`src/rtl/xd_pkg.sv`:
```
package xd_pkg;
    localparam int INSN_W  = 12;
    localparam int NSEL    = 7;
    localparam int PAGE_W  = 5;
    localparam int CHAN_W  = 4;
    localparam int PTR_W   = 7;
    localparam int RF_W    = 3;
    localparam int FN_W    = 4;

    typedef enum logic [2:0] {
        SC_CTRL   = 3'b000,
        SC_PGCH   = 3'b001,
        SC_ALU    = 3'b010,
        SC_BRANCH = 3'b011,
        SC_STACK  = 3'b100,
        SC_INCDEC = 3'b101,
        SC_CALLZA = 3'b110,
        SC_CALLZB = 3'b111
    } subclass_e;

    typedef enum logic [2:0] {
        CA_NONE,
        CA_HALT,
        CA_IRQ_OFF,
        CA_TRAP_OFF,
        CA_IRQ_ON,
        CA_TRAP_ON
    } ctrl_act_e;

    typedef enum logic [1:0] {
        LD_NONE,
        LD_PAGE,
        LD_CHAN
    } load_e;

    typedef struct packed {
        logic                 valid;
        logic                 illegal;
        logic [NSEL-1:0]      sel;
        logic [RF_W-1:0]      rfield;
        logic [FN_W-1:0]      fn;
        logic                 up;
        logic                 pop;
        logic [PTR_W-1:0]     ptr;
        ctrl_act_e            act;
        load_e                ld;
        logic [PAGE_W-1:0]    page_val;
        logic [CHAN_W-1:0]    chan_val;
    } dec_s;
endpackage

```
`src/rtl/xd_classify.sv`:
```
module xd_classify
    import xd_pkg::*;
(
    input  logic              insn_valid,
    input  logic [INSN_W-1:0] insn,
    output dec_s              dec
);
    localparam int SC_LSB = INSN_W - 6;
    localparam int CL_LSB = INSN_W - 3;

    subclass_e        sc;
    logic             is_ext;
    logic [2:0]       sel_idx;
    logic [NSEL-1:0]  sel_hot;
    logic [5:0]       low6;

    assign is_ext  = insn_valid && (insn[INSN_W-1:CL_LSB] == 3'b111);
    assign sc      = subclass_e'(insn[SC_LSB+2:SC_LSB]);
    assign sel_idx = (sc == SC_CALLZB) ? 3'(SC_CALLZA) : insn[SC_LSB+2:SC_LSB];
    assign low6    = insn[5:0];

    for (genvar i = 0; i < NSEL; i++) begin : g_sel
        assign sel_hot[i] = (sel_idx == 3'(i));
    end

    always_comb begin
        logic legal;
        dec   = '0;
        legal = 1'b1;
        if (is_ext) begin
            dec.valid = 1'b1;
            unique case (sc)
                SC_CTRL: begin
                    unique case (low6)
                        6'o00:   dec.act = CA_HALT;
                        6'o01:   dec.act = CA_IRQ_OFF;
                        6'o02:   dec.act = CA_TRAP_OFF;
                        6'o11:   dec.act = CA_IRQ_ON;
                        6'o12:   dec.act = CA_TRAP_ON;
                        default: legal   = 1'b0;
                    endcase
                end
                SC_PGCH: begin
                    if (!insn[5]) begin
                        dec.ld       = LD_PAGE;
                        dec.page_val = insn[PAGE_W-1:0];
                    end else if (!insn[4]) begin
                        dec.ld       = LD_CHAN;
                        dec.chan_val = insn[CHAN_W-1:0];
                    end else begin
                        legal = 1'b0;
                    end
                end
                SC_ALU: begin
                    dec.rfield = {1'b0, insn[5:4]};
                    dec.fn     = insn[FN_W-1:0];
                end
                SC_BRANCH: begin
                    if (!insn[3] && (insn[2:0] != 3'b000)) legal = 1'b0;
                    else dec.rfield = insn[2:0];
                end
                SC_STACK: begin
                    if (insn[4:3] != 2'b00) legal = 1'b0;
                    else begin
                        dec.rfield = insn[2:0];
                        dec.pop    = insn[5];
                    end
                end
                SC_INCDEC: begin
                    if (insn[5:4] != 2'b00) legal = 1'b0;
                    else begin
                        dec.rfield = insn[2:0];
                        dec.up     = insn[3];
                    end
                end
                SC_CALLZA, SC_CALLZB: begin
                    dec.ptr = insn[PTR_W-1:0];
                end
                default: legal = 1'b0;
            endcase
            if (legal) begin
                dec.sel = sel_hot;
            end else begin
                dec          = '0;
                dec.valid    = 1'b1;
                dec.illegal  = 1'b1;
            end
        end
    end
endmodule

```
`src/rtl/xd_ctrl_fsm.sv`:
```
module xd_ctrl_fsm
    import xd_pkg::*;
(
    input  logic              clk,
    input  logic              rst_n,
    input  dec_s              dec,
    output logic              halted,
    output logic              irq_en,
    output logic              trap_en,
    output logic [PAGE_W-1:0] page_q,
    output logic [CHAN_W-1:0] chan_q
);
    typedef enum logic {ST_RUN, ST_HALT} run_state_e;

    run_state_e state_q, state_d;

    always_ff @(posedge clk or negedge rst_n) begin
        if (!rst_n) state_q <= ST_RUN;
        else        state_q <= state_d;
    end

    always_comb begin
        state_d = state_q;
        unique case (state_q)
            ST_RUN:  if (dec.act == CA_HALT) state_d = ST_HALT;
            ST_HALT: state_d = ST_HALT;
            default: state_d = ST_RUN;
        endcase
    end

    assign halted = (state_q == ST_HALT);

    always_ff @(posedge clk or negedge rst_n) begin
        if (!rst_n) begin
            irq_en  <= 1'b0;
            trap_en <= 1'b0;
        end else begin
            unique case (dec.act)
                CA_IRQ_OFF:  irq_en  <= 1'b0;
                CA_IRQ_ON:   irq_en  <= 1'b1;
                CA_TRAP_OFF: trap_en <= 1'b0;
                CA_TRAP_ON:  trap_en <= 1'b1;
                default: ;
            endcase
        end
    end

    always_ff @(posedge clk or negedge rst_n) begin
        if (!rst_n) begin
            page_q <= '0;
            chan_q <= '0;
        end else begin
            unique case (dec.ld)
                LD_PAGE: page_q <= dec.page_val;
                LD_CHAN: chan_q <= dec.chan_val;
                default: ;
            endcase
        end
    end
endmodule

```
`src/rtl/xd_out_reg.sv`:
```
module xd_out_reg
    import xd_pkg::*;
(
    input  logic             clk,
    input  logic             rst_n,
    input  dec_s             dec,
    output logic             dec_valid,
    output logic [NSEL-1:0]  sub_sel,
    output logic [RF_W-1:0]  reg_field,
    output logic [FN_W-1:0]  alu_fn,
    output logic             step_up,
    output logic             is_pop,
    output logic [PTR_W-1:0] zp_ptr,
    output logic             illegal
);
    always_ff @(posedge clk or negedge rst_n) begin
        if (!rst_n) begin
            dec_valid <= 1'b0;
            sub_sel   <= '0;
            reg_field <= '0;
            alu_fn    <= '0;
            step_up   <= 1'b0;
            is_pop    <= 1'b0;
            zp_ptr    <= '0;
            illegal   <= 1'b0;
        end else begin
            dec_valid <= dec.valid;
            sub_sel   <= dec.sel;
            reg_field <= dec.rfield;
            alu_fn    <= dec.fn;
            step_up   <= dec.up;
            is_pop    <= dec.pop;
            zp_ptr    <= dec.ptr;
            illegal   <= dec.illegal;
        end
    end
endmodule

```
`src/rtl/xcls_decoder.sv`:
```
module xcls_decoder
    import xd_pkg::*;
(
    input  logic              clk,
    input  logic              rst_n,
    input  logic              insn_valid,
    input  logic [INSN_W-1:0] insn,
    output logic              dec_valid,
    output logic [NSEL-1:0]   sub_sel,
    output logic [RF_W-1:0]   reg_field,
    output logic [FN_W-1:0]   alu_fn,
    output logic              step_up,
    output logic              is_pop,
    output logic [PTR_W-1:0]  zp_ptr,
    output logic              illegal,
    output logic              halted,
    output logic              irq_en,
    output logic              trap_en,
    output logic [PAGE_W-1:0] page_q,
    output logic [CHAN_W-1:0] chan_q
);
    dec_s dec;

    xd_classify u_classify (
        .insn_valid (insn_valid),
        .insn       (insn),
        .dec        (dec)
    );

    xd_ctrl_fsm u_ctrl (
        .clk     (clk),
        .rst_n   (rst_n),
        .dec     (dec),
        .halted  (halted),
        .irq_en  (irq_en),
        .trap_en (trap_en),
        .page_q  (page_q),
        .chan_q  (chan_q)
    );

    xd_out_reg u_out (
        .clk       (clk),
        .rst_n     (rst_n),
        .dec       (dec),
        .dec_valid (dec_valid),
        .sub_sel   (sub_sel),
        .reg_field (reg_field),
        .alu_fn    (alu_fn),
        .step_up   (step_up),
        .is_pop    (is_pop),
        .zp_ptr    (zp_ptr),
        .illegal   (illegal)
    );
endmodule

```
`config.mk`:
```
export PLATFORM = sky130hd
export DESIGN_NAME = xcls_decoder
export DESIGN_NICKNAME = d
export VERILOG_FILES = /design/src/rtl/xd_pkg.sv /design/src/rtl/xd_classify.sv /design/src/rtl/xd_ctrl_fsm.sv /design/src/rtl/xd_out_reg.sv /design/src/rtl/xcls_decoder.sv
export SDC_FILE = /design/constraint.sdc
export NUM_CORES = 1
export LEC_CHECK = 0
export ABC_AREA = 1
export ABC_CLOCK_PERIOD_IN_PS = 1100
export BUFFER_PORTS_ARGS = -buffer_cell sky130_fd_sc_hd__buf_2
export CORE_MARGIN = 5
export CORE_UTILIZATION = 25
export CTS_BUF_LIST = sky130_fd_sc_hd__clkbuf_16
export DETAILED_ROUTE_END_ITERATION = 6
export GPL_TIMING_DRIVEN = 0
export PLACE_DENSITY_LB_ADDON = 0.3
export SLEW_MARGIN = 30
export SYNTH_ARGS = -nofsm -noshare
export SYNTH_HDL_FRONTEND = slang
export SYNTH_SLANG_ARGS = --single-unit
```
`constraint.sdc`:
```
create_clock -name clk -period 1.1 [get_ports clk]
set_input_delay 0.11 -clock clk [delete_from_list [all_inputs] [get_ports clk]]
set_output_delay 0.11 -clock clk [all_outputs]
set_load 0.01 [all_outputs]
```
# Yosys cells after proc, flatten, opt, wreduce, memory -nomap -nowiden
# Index checks and enable logic that the tools add are counted.
[totals] register_bits=37
[classes] bitwise_logic=1 muxes=35 reduce_logical=13 n_eq_ne=25
[op_table] op="$mux W39" count=1
[op_table] op="$eq A3 B3 Y1 const B" count=10
[op_table] op="$mux W30" count=1
[op_table] op="$eq A3 B2 Y1 const B" count=6
[op_table] op="$mux W3" count=5
[op_table] op="$pmux W3 S5" count=1
[op_table] op="$mux W7" count=2
[op_table] op="$mux W1" count=13
[op_table] op="$eq A6 B4 Y1 const B" count=2
[op_table] op="$mux W4" count=3
[op_table] op="$pmux W3 S4" count=1
[op_table] op="$mux W11" count=1
[op_table] op="$eq A3 B1 Y1 const B" count=3
[op_table] op="$reduce_bool A2 Y1" count=4
[op_table] op="$eq A6 B1 Y1 const B" count=1
[op_table] op="$eq A6 B2 Y1 const B" count=1
[op_table] op="$logic_not A3 Y1" count=2
[op_table] op="$logic_not A6 Y1" count=1
[op_table] op="$pmux W1 S2" count=3
[op_table] op="$mux W5" count=1
[op_table] op="$pmux W1 S5" count=1
[op_table] op="$reduce_or A5 Y1" count=1
[op_table] op="$mux W2" count=2
[op_table] op="$reduce_bool A3 Y1" count=1
[op_table] op="6 further kinds" count=7

# Depth between registers and ports, before layout
[logic_depth] word_depth=10 mapped_depth=10

# Cells and area by module
# A second synthesis with hierarchy kept.
[unflattened] hier_cells=200 area_unflattened_um2=1635.3
[by_module_without_submodules] module="xd_out_reg" instances=1 cells_each=25 area_each_um2=625.6 seq_area_each_um2=625.6
[by_module_without_submodules] module="xd_classify" instances=1 cells_each=114 area_each_um2=508.0 seq_area_each_um2=0.0
[by_module_without_submodules] module="xd_ctrl_fsm" instances=1 cells_each=61 area_each_um2=501.7 seq_area_each_um2=300.3

# Worst setup path after synthesis
# Ideal clock, no wire load.
[synth_timing] path_type="input to register" start="input insn[5]" end="register u_out.sub_sel[1]" arrival_time_ns=0.863 path_slack_ns=0.118 t_required_ns=0.981 path_buffers=1 cell_stages=10 path_cell_list="buf_4 inv_6 nand2_1 nor2_1 nor2_1 nand2_2 nor2_2 nand2_2 nand2_2 nor2_1"
[synth_rtl] element="start, declared" line="xcls_decoder.sv:7" source="input logic [INSN_W-1:0] insn,"
[synth_rtl] element="end signal, assigned" line="xd_out_reg.sv:28" source="sub_sel <= dec.sel;"
[synth_rtl] element="end, declared" line="xd_out_reg.sv:8" source="output logic [NSEL-1:0] sub_sel,"

# Worst setup path after layout
[layout_timing] start="input insn[2]" end="register u_ctrl.trap_en"
[layout_between] elab_chain_len=9
[layout_lines] element="$eq A6 B1 Y1 (tied with other cells)" line="xd_classify.sv:34" source="unique case (low6)"
[layout_lines] element="$reduce_or A5 Y1 (no line) or $logic_and A1 B1 Y1 (tied branches)"
[layout_lines] element="$mux W1 (on tied branches)" line="xd_classify.sv:34, xd_classify.sv:59"
[layout_lines] element="$pmux W1 S5" line="xd_classify.sv:32" source="unique case (sc)"
[layout_lines] element="$mux W1" line="xd_classify.sv:30" source="if (is_ext) begin"
[layout_lines] element="$mux W30 *" line="xd_classify.sv:81" source="if (legal) begin"
[layout_lines] element="$mux W39 *" line="xd_classify.sv:30"
[layout_lines] element="$eq A3 B3 Y1 or $eq A3 B2 Y1 (tied branches)" line="xd_ctrl_fsm.sv:38" source="unique case (dec.act)"
[layout_lines] element="$pmux W1 S2 or $reduce_bool A2 Y1 (tied branches)"
[layout_lines] element="end signal, assigned" line="xd_ctrl_fsm.sv:36" source="trap_en <= 1'b0;"
[layout_lines] element="end signal, assigned" line="xd_ctrl_fsm.sv:41" source="CA_TRAP_OFF: trap_en <= 1'b0;"
[layout_lines] element="end signal, assigned" line="xd_ctrl_fsm.sv:42" source="CA_TRAP_ON: trap_en <= 1'b1;"
[layout_lines] element="end, declared" line="xd_ctrl_fsm.sv:9" source="output logic trap_en,"
# Mark *: on every way between the ends. The rest lies on a longest branch, timed or not. The select of a mux whose other input is x is not followed.
# A chain may end at the register's enable or synchronous reset.

==> summary by stage <==
Synthesis
The cell taking the most area after synthesis is sky130_fd_sc_hd__dfrtp_1. The post-synth net total is roughly 190. The commonest register cell after synthesis is sky130_fd_sc_hd__dfrtp_1. In this run, synthesis inferred 0 flip-flops with an integrated enable.

Of the total synthesized cell area, the portion taken by XOR and XNOR cells is 0. The count of mapped cells out of synthesis is 179. The post-synthesis simple-gate area fraction is 0.283. The combinational family with the most area after synthesis is simple AND/OR/NAND/NOR gates. Yosys instantiated no cell more often than sky130_fd_sc_hd__dfrtp_1. The multiplexer share of the synthesized area is 0. The share of flip-flops with an asynchronous set or reset is 1.00. Of the post-synthesis cell area, the dominant cell type holds 0.567. Of the synthesized area, sequential elements account for 0.567. Of the total synthesized cell area, the portion taken by full adders, half adders and majority gates is 0. The fraction of the mapped netlist area in compound gates is 0.0720. The count of yosys warnings during synthesis is 0. Counting distinct cell types in the post-synthesis netlist gives 27. The synthesized area per cell is around 9.1 um^2.

After synthesis, the cell types taking the most area are sky130_fd_sc_hd__dfrtp_1 57%, sky130_fd_sc_hd__nand2_1 7.1%, sky130_fd_sc_hd__nor2_1 6.0%. The netlist area before placement is 0.00163 mm^2. Sorting the synthesized cells by how often they occur yields 37 x sky130_fd_sc_hd__dfrtp_1, 31 x sky130_fd_sc_hd__nand2_1, 26 x sky130_fd_sc_hd__nor2_1. After synthesis the netlist holds a flip-flop and latch count of 37.

Die
The die boundary height is 90.8 um. The die covers around 0.0083 mm^2. The starting density of the core is 0.257. In this run the count of I/O pins placed on the die edge is 52. After floorplanning, the core was divided into 29 placement rows. The standard cell core area is 0.00635 mm^2.

The floorplan die width is 90.8 um.

Power and ir drop
Dividing total power by cell area gives a power density of between 1500 and 2000 mW/mm^2. The sum of internal, switching and leakage power is 3.28 mW. IR analysis of the VDD net gives a maximum drop of approximately 0.64 mV.

The analysis attributes to cell leakage a power of between 1 and 1.5 nW.

Cells and area
The finished layout holds between 300 and 400 standard cells, fillers aside. The number of antenna diodes in the final layout is 0. The net total in the final layout is about 250.

The count of filler cells inserted in the layout is between 600 and 700. Summing all flip-flop and latch instances after layout gives approximately 930 um^2. Summing all multi-input logic gate instances after layout gives around 600 um^2. In the final layout, the share of cells above drive strength 1 is 0.340. The cell area after layout is around 0.0022 mm^2.

The area growth from synthesis to layout is 32.7%.

Detailed routing
The post-detailed-routing wire length is 4270 um. The routed via count divided by cell count is 4.58. In this run, the number of DRC markers left after iteration 0 of detailed routing was roughly 130. In the final routed layout, each cell accounts on average for approximately 14 um.

The iteration count of the initial detailed-routing pass is 4. The detail route stage leaves a number of antenna-violating nets equal to 0. The final routed DRC violation total is 0. For this block, the via count after detailed routing is 1442.

Timing
The post-route setup TNS is 0 ns. The total setup violations reported at the end of the flow is 0. After layout, the minimum clock period comes to slightly below 1 ns. The post-route fraction of the period consumed by the critical path is 0.890.

The final hold violation count is 0. Based on the critical path, the design can be clocked at up to 1.02 GHz. Setup repair after global routing left no endpoint under its margin. The count of pins over their slew limit is 0. The final worst-path setup slack is between 0.1 and 0.15 ns. The worst setup skew after layout is 0 ns. Measured against its own limit, the worst slew margin works out to 0.670. The actual transition at the worst max-transition pin is approximately 0.5 ns.

Flow run
Max-cap violations in this run came to 0.

Global routing
The maximum number of pins on one net before global-route repair is 38. The number of antenna violations at the first check in global routing is 0. After global routing the overflow that remains totals 0. The wire length of the first global-routing pass is 7180 um. The global router's overall resource usage is 0.109.

The via count of the first global-routing pass was 1458.

Clock network
The H-tree was split into 2 levels. The root buffer cell chosen for the clock tree is sky130_fd_sc_hd__clkbuf_16. The sink count of the clock tree is 37. Counting along the longest clock path gives a buffer depth of 2. The CTS tree is done.

TritonCTS created 5 clock buffers. After clock tree synthesis, the clock-pin slew on the worst setup and hold paths is roughly 0.050 ns. The clock reaches the later pin of the worst-skew pair after approximately 0.28 ns.

Setup path
The worst register-to-register path ends at u_ctrl.chan_q[2]. The length in cells of the worst reg-to-reg path is 2. The number of buffers and inverters on the critical path is 2. The data required time of the critical path is between 1 and 1.5 ns.

Walking the worst path, the cells encountered are buf_2 > inv_1 > nand2_1 > nor2_2 > nand3_1 > nor2_1 > nor2_1 > nand2_1 > o21ai_0. STA classifies the critical path startpoint as an input port. For the worst setup path, the data arrival time is about 1.1 ns.

Of all nets on the critical path, the largest fanout is 6. The slowest stage cell on the critical path is sky130_fd_sc_hd__inv_1. The largest stage delay on the critical path is roughly 0.22 ns. The kind of capture point of the worst setup path is a register. The reg-to-reg critical path startpoint is u_ctrl.chan_q[2]. Across all register-to-register paths, the minimum setup slack is 0.45 ns. In this design, the largest share of critical-path delay is due to simple AND/OR/NAND/NOR gates.

The startpoint-to-endpoint class of the critical path is input port to register.

Place
The total of buffers placed on input and output ports is 50. Once detailed placement completed, the half-perimeter wirelength came to around 3200 um. The weighted congestion reported at the end of routability-driven placement is ~0.87. The total placed cells including tap cells is just over 300. The pre-CTS setup slack is -0.232 ns. The placed instances occupy a cell area of 0.00198 mm^2.

Min path
The class of the tightest hold or removal check is input port to register. Along the worst hold path, the cell count comes to 3. The sink of the worst hold path is u_out.alu_fn[1]. The start point of the worst min-delay path is insn[1].

Status
The run finished with clean final reports.
==> timing repair <==
item / CTS / global route
buffers inserted: 0 / 0
endpoints found under the hold margin: 37 / 0
setup endpoints to repair: 0 / 44
hold buffers: 1 / 0
gates resized for setup: 0 / 5
==> layer usage <==
metal	track usage	share of wire	vias to the layer above
met1	0.138	0.44	687
met5	0	0	-
met4	0.0367	0.013	0
met2	0.166	0.46	45
li1	-	-	703
met3	0.0475	0.090	7
==> logic make-up after synthesis <==
kind of cell	after synthesis
DFF	37
and+or+nand+nor	98
AOI/OAI and AO/OA	18
buffers and inverters	26
==> final cells by class <==
type	count	share of cell area
timing repair buffer	51	0.121
clock buffer	5	0.0577
clock inverter	3	0.0190
sequential	37	0.427
buffer	4	0.0185
tap	77	0.0444
multi-input combinational	116	0.270
inverter	22	0.0421
==> through the flow <==
stage / hold slack (ns) / util
floorplan: -0.186 / -
global placement: 0.238 / 0.312
detailed placement: 0.251 / 0.312
CTS: 0.108 / 0.340
global route: 0.112 / 0.341
finish: 0.105 / 0.341
==> worst max-delay path by stage <==
| stage | from | endpoint | slack (ns) | cells after the start |
|---|---|---|---|---|
| after floorplan | insn[5] | u_out.sub_sel[1] | 0.12 | 10 |
| after global placement | insn[1] | u_ctrl.irq_en | -0.22 | 8 |
| after detailed placement | insn[1] | u_ctrl.irq_en | -0.23 | 8 |
| after CTS | rst_n | u_ctrl.irq_en | 0.05 | 2 |
| after global routing | insn[2] | u_ctrl.trap_en | 0.009 | 9 |
| final | insn[2] | u_ctrl.trap_en | 0.12 | 9 |
==> state kept, by name, summed over array words and instances (netlist names) <==
register         count
u_ctrl.chan_q        4
u_ctrl.halted        1
u_ctrl.irq_en        1
u_ctrl.page_q        5
u_ctrl.trap_en       1
u_out.alu_fn         4
u_out.dec_valid      1
u_out.illegal        1
u_out.is_pop         1
u_out.reg_field      3
u_out.step_up        1
u_out.sub_sel        7
u_out.zp_ptr         7
==> worst min-delay path: stages <==
cell and delay [ns]:
sky130_fd_sc_hd__buf_2 0.12, sky130_fd_sc_hd__nand4_1 0.08, sky130_fd_sc_hd__inv_1 0.04
==> cell usage in the layout (no fill, tap or decap), types with 2 or more instances in the layout <==
master                       netlist  final
sky130_fd_sc_hd__o21ai_1           3      3
sky130_fd_sc_hd__a21oi_1           3      3
sky130_fd_sc_hd__buf_2             1     50
sky130_fd_sc_hd__nand2_1          31     31
sky130_fd_sc_hd__inv_1            17     14
sky130_fd_sc_hd__dfrtp_1          37     37
sky130_fd_sc_hd__nand3_1          13     13
sky130_fd_sc_hd__clkbuf_16         0      5
sky130_fd_sc_hd__nor3_2            1      2
sky130_fd_sc_hd__o41ai_1           5      5
sky130_fd_sc_hd__nor3_1           10      9
sky130_fd_sc_hd__clkbuf_8          2      2
sky130_fd_sc_hd__nand4_1           5      5
sky130_fd_sc_hd__nand2_2           5      5
sky130_fd_sc_hd__clkinvlp_4        0      2
sky130_fd_sc_hd__o21ai_0           4      4
sky130_fd_sc_hd__nor2_1           26     26
sky130_fd_sc_hd__inv_2             4      6
sky130_fd_sc_hd__nor2_2            2      2
==> power breakdown <==
group | internal, mW | switching [mW]
clock network | 1.06 | 0.539
logic | 0.0889 | 0.195
registers | 1.39 | 0.0101
Power figures use the tool's default switching activity.
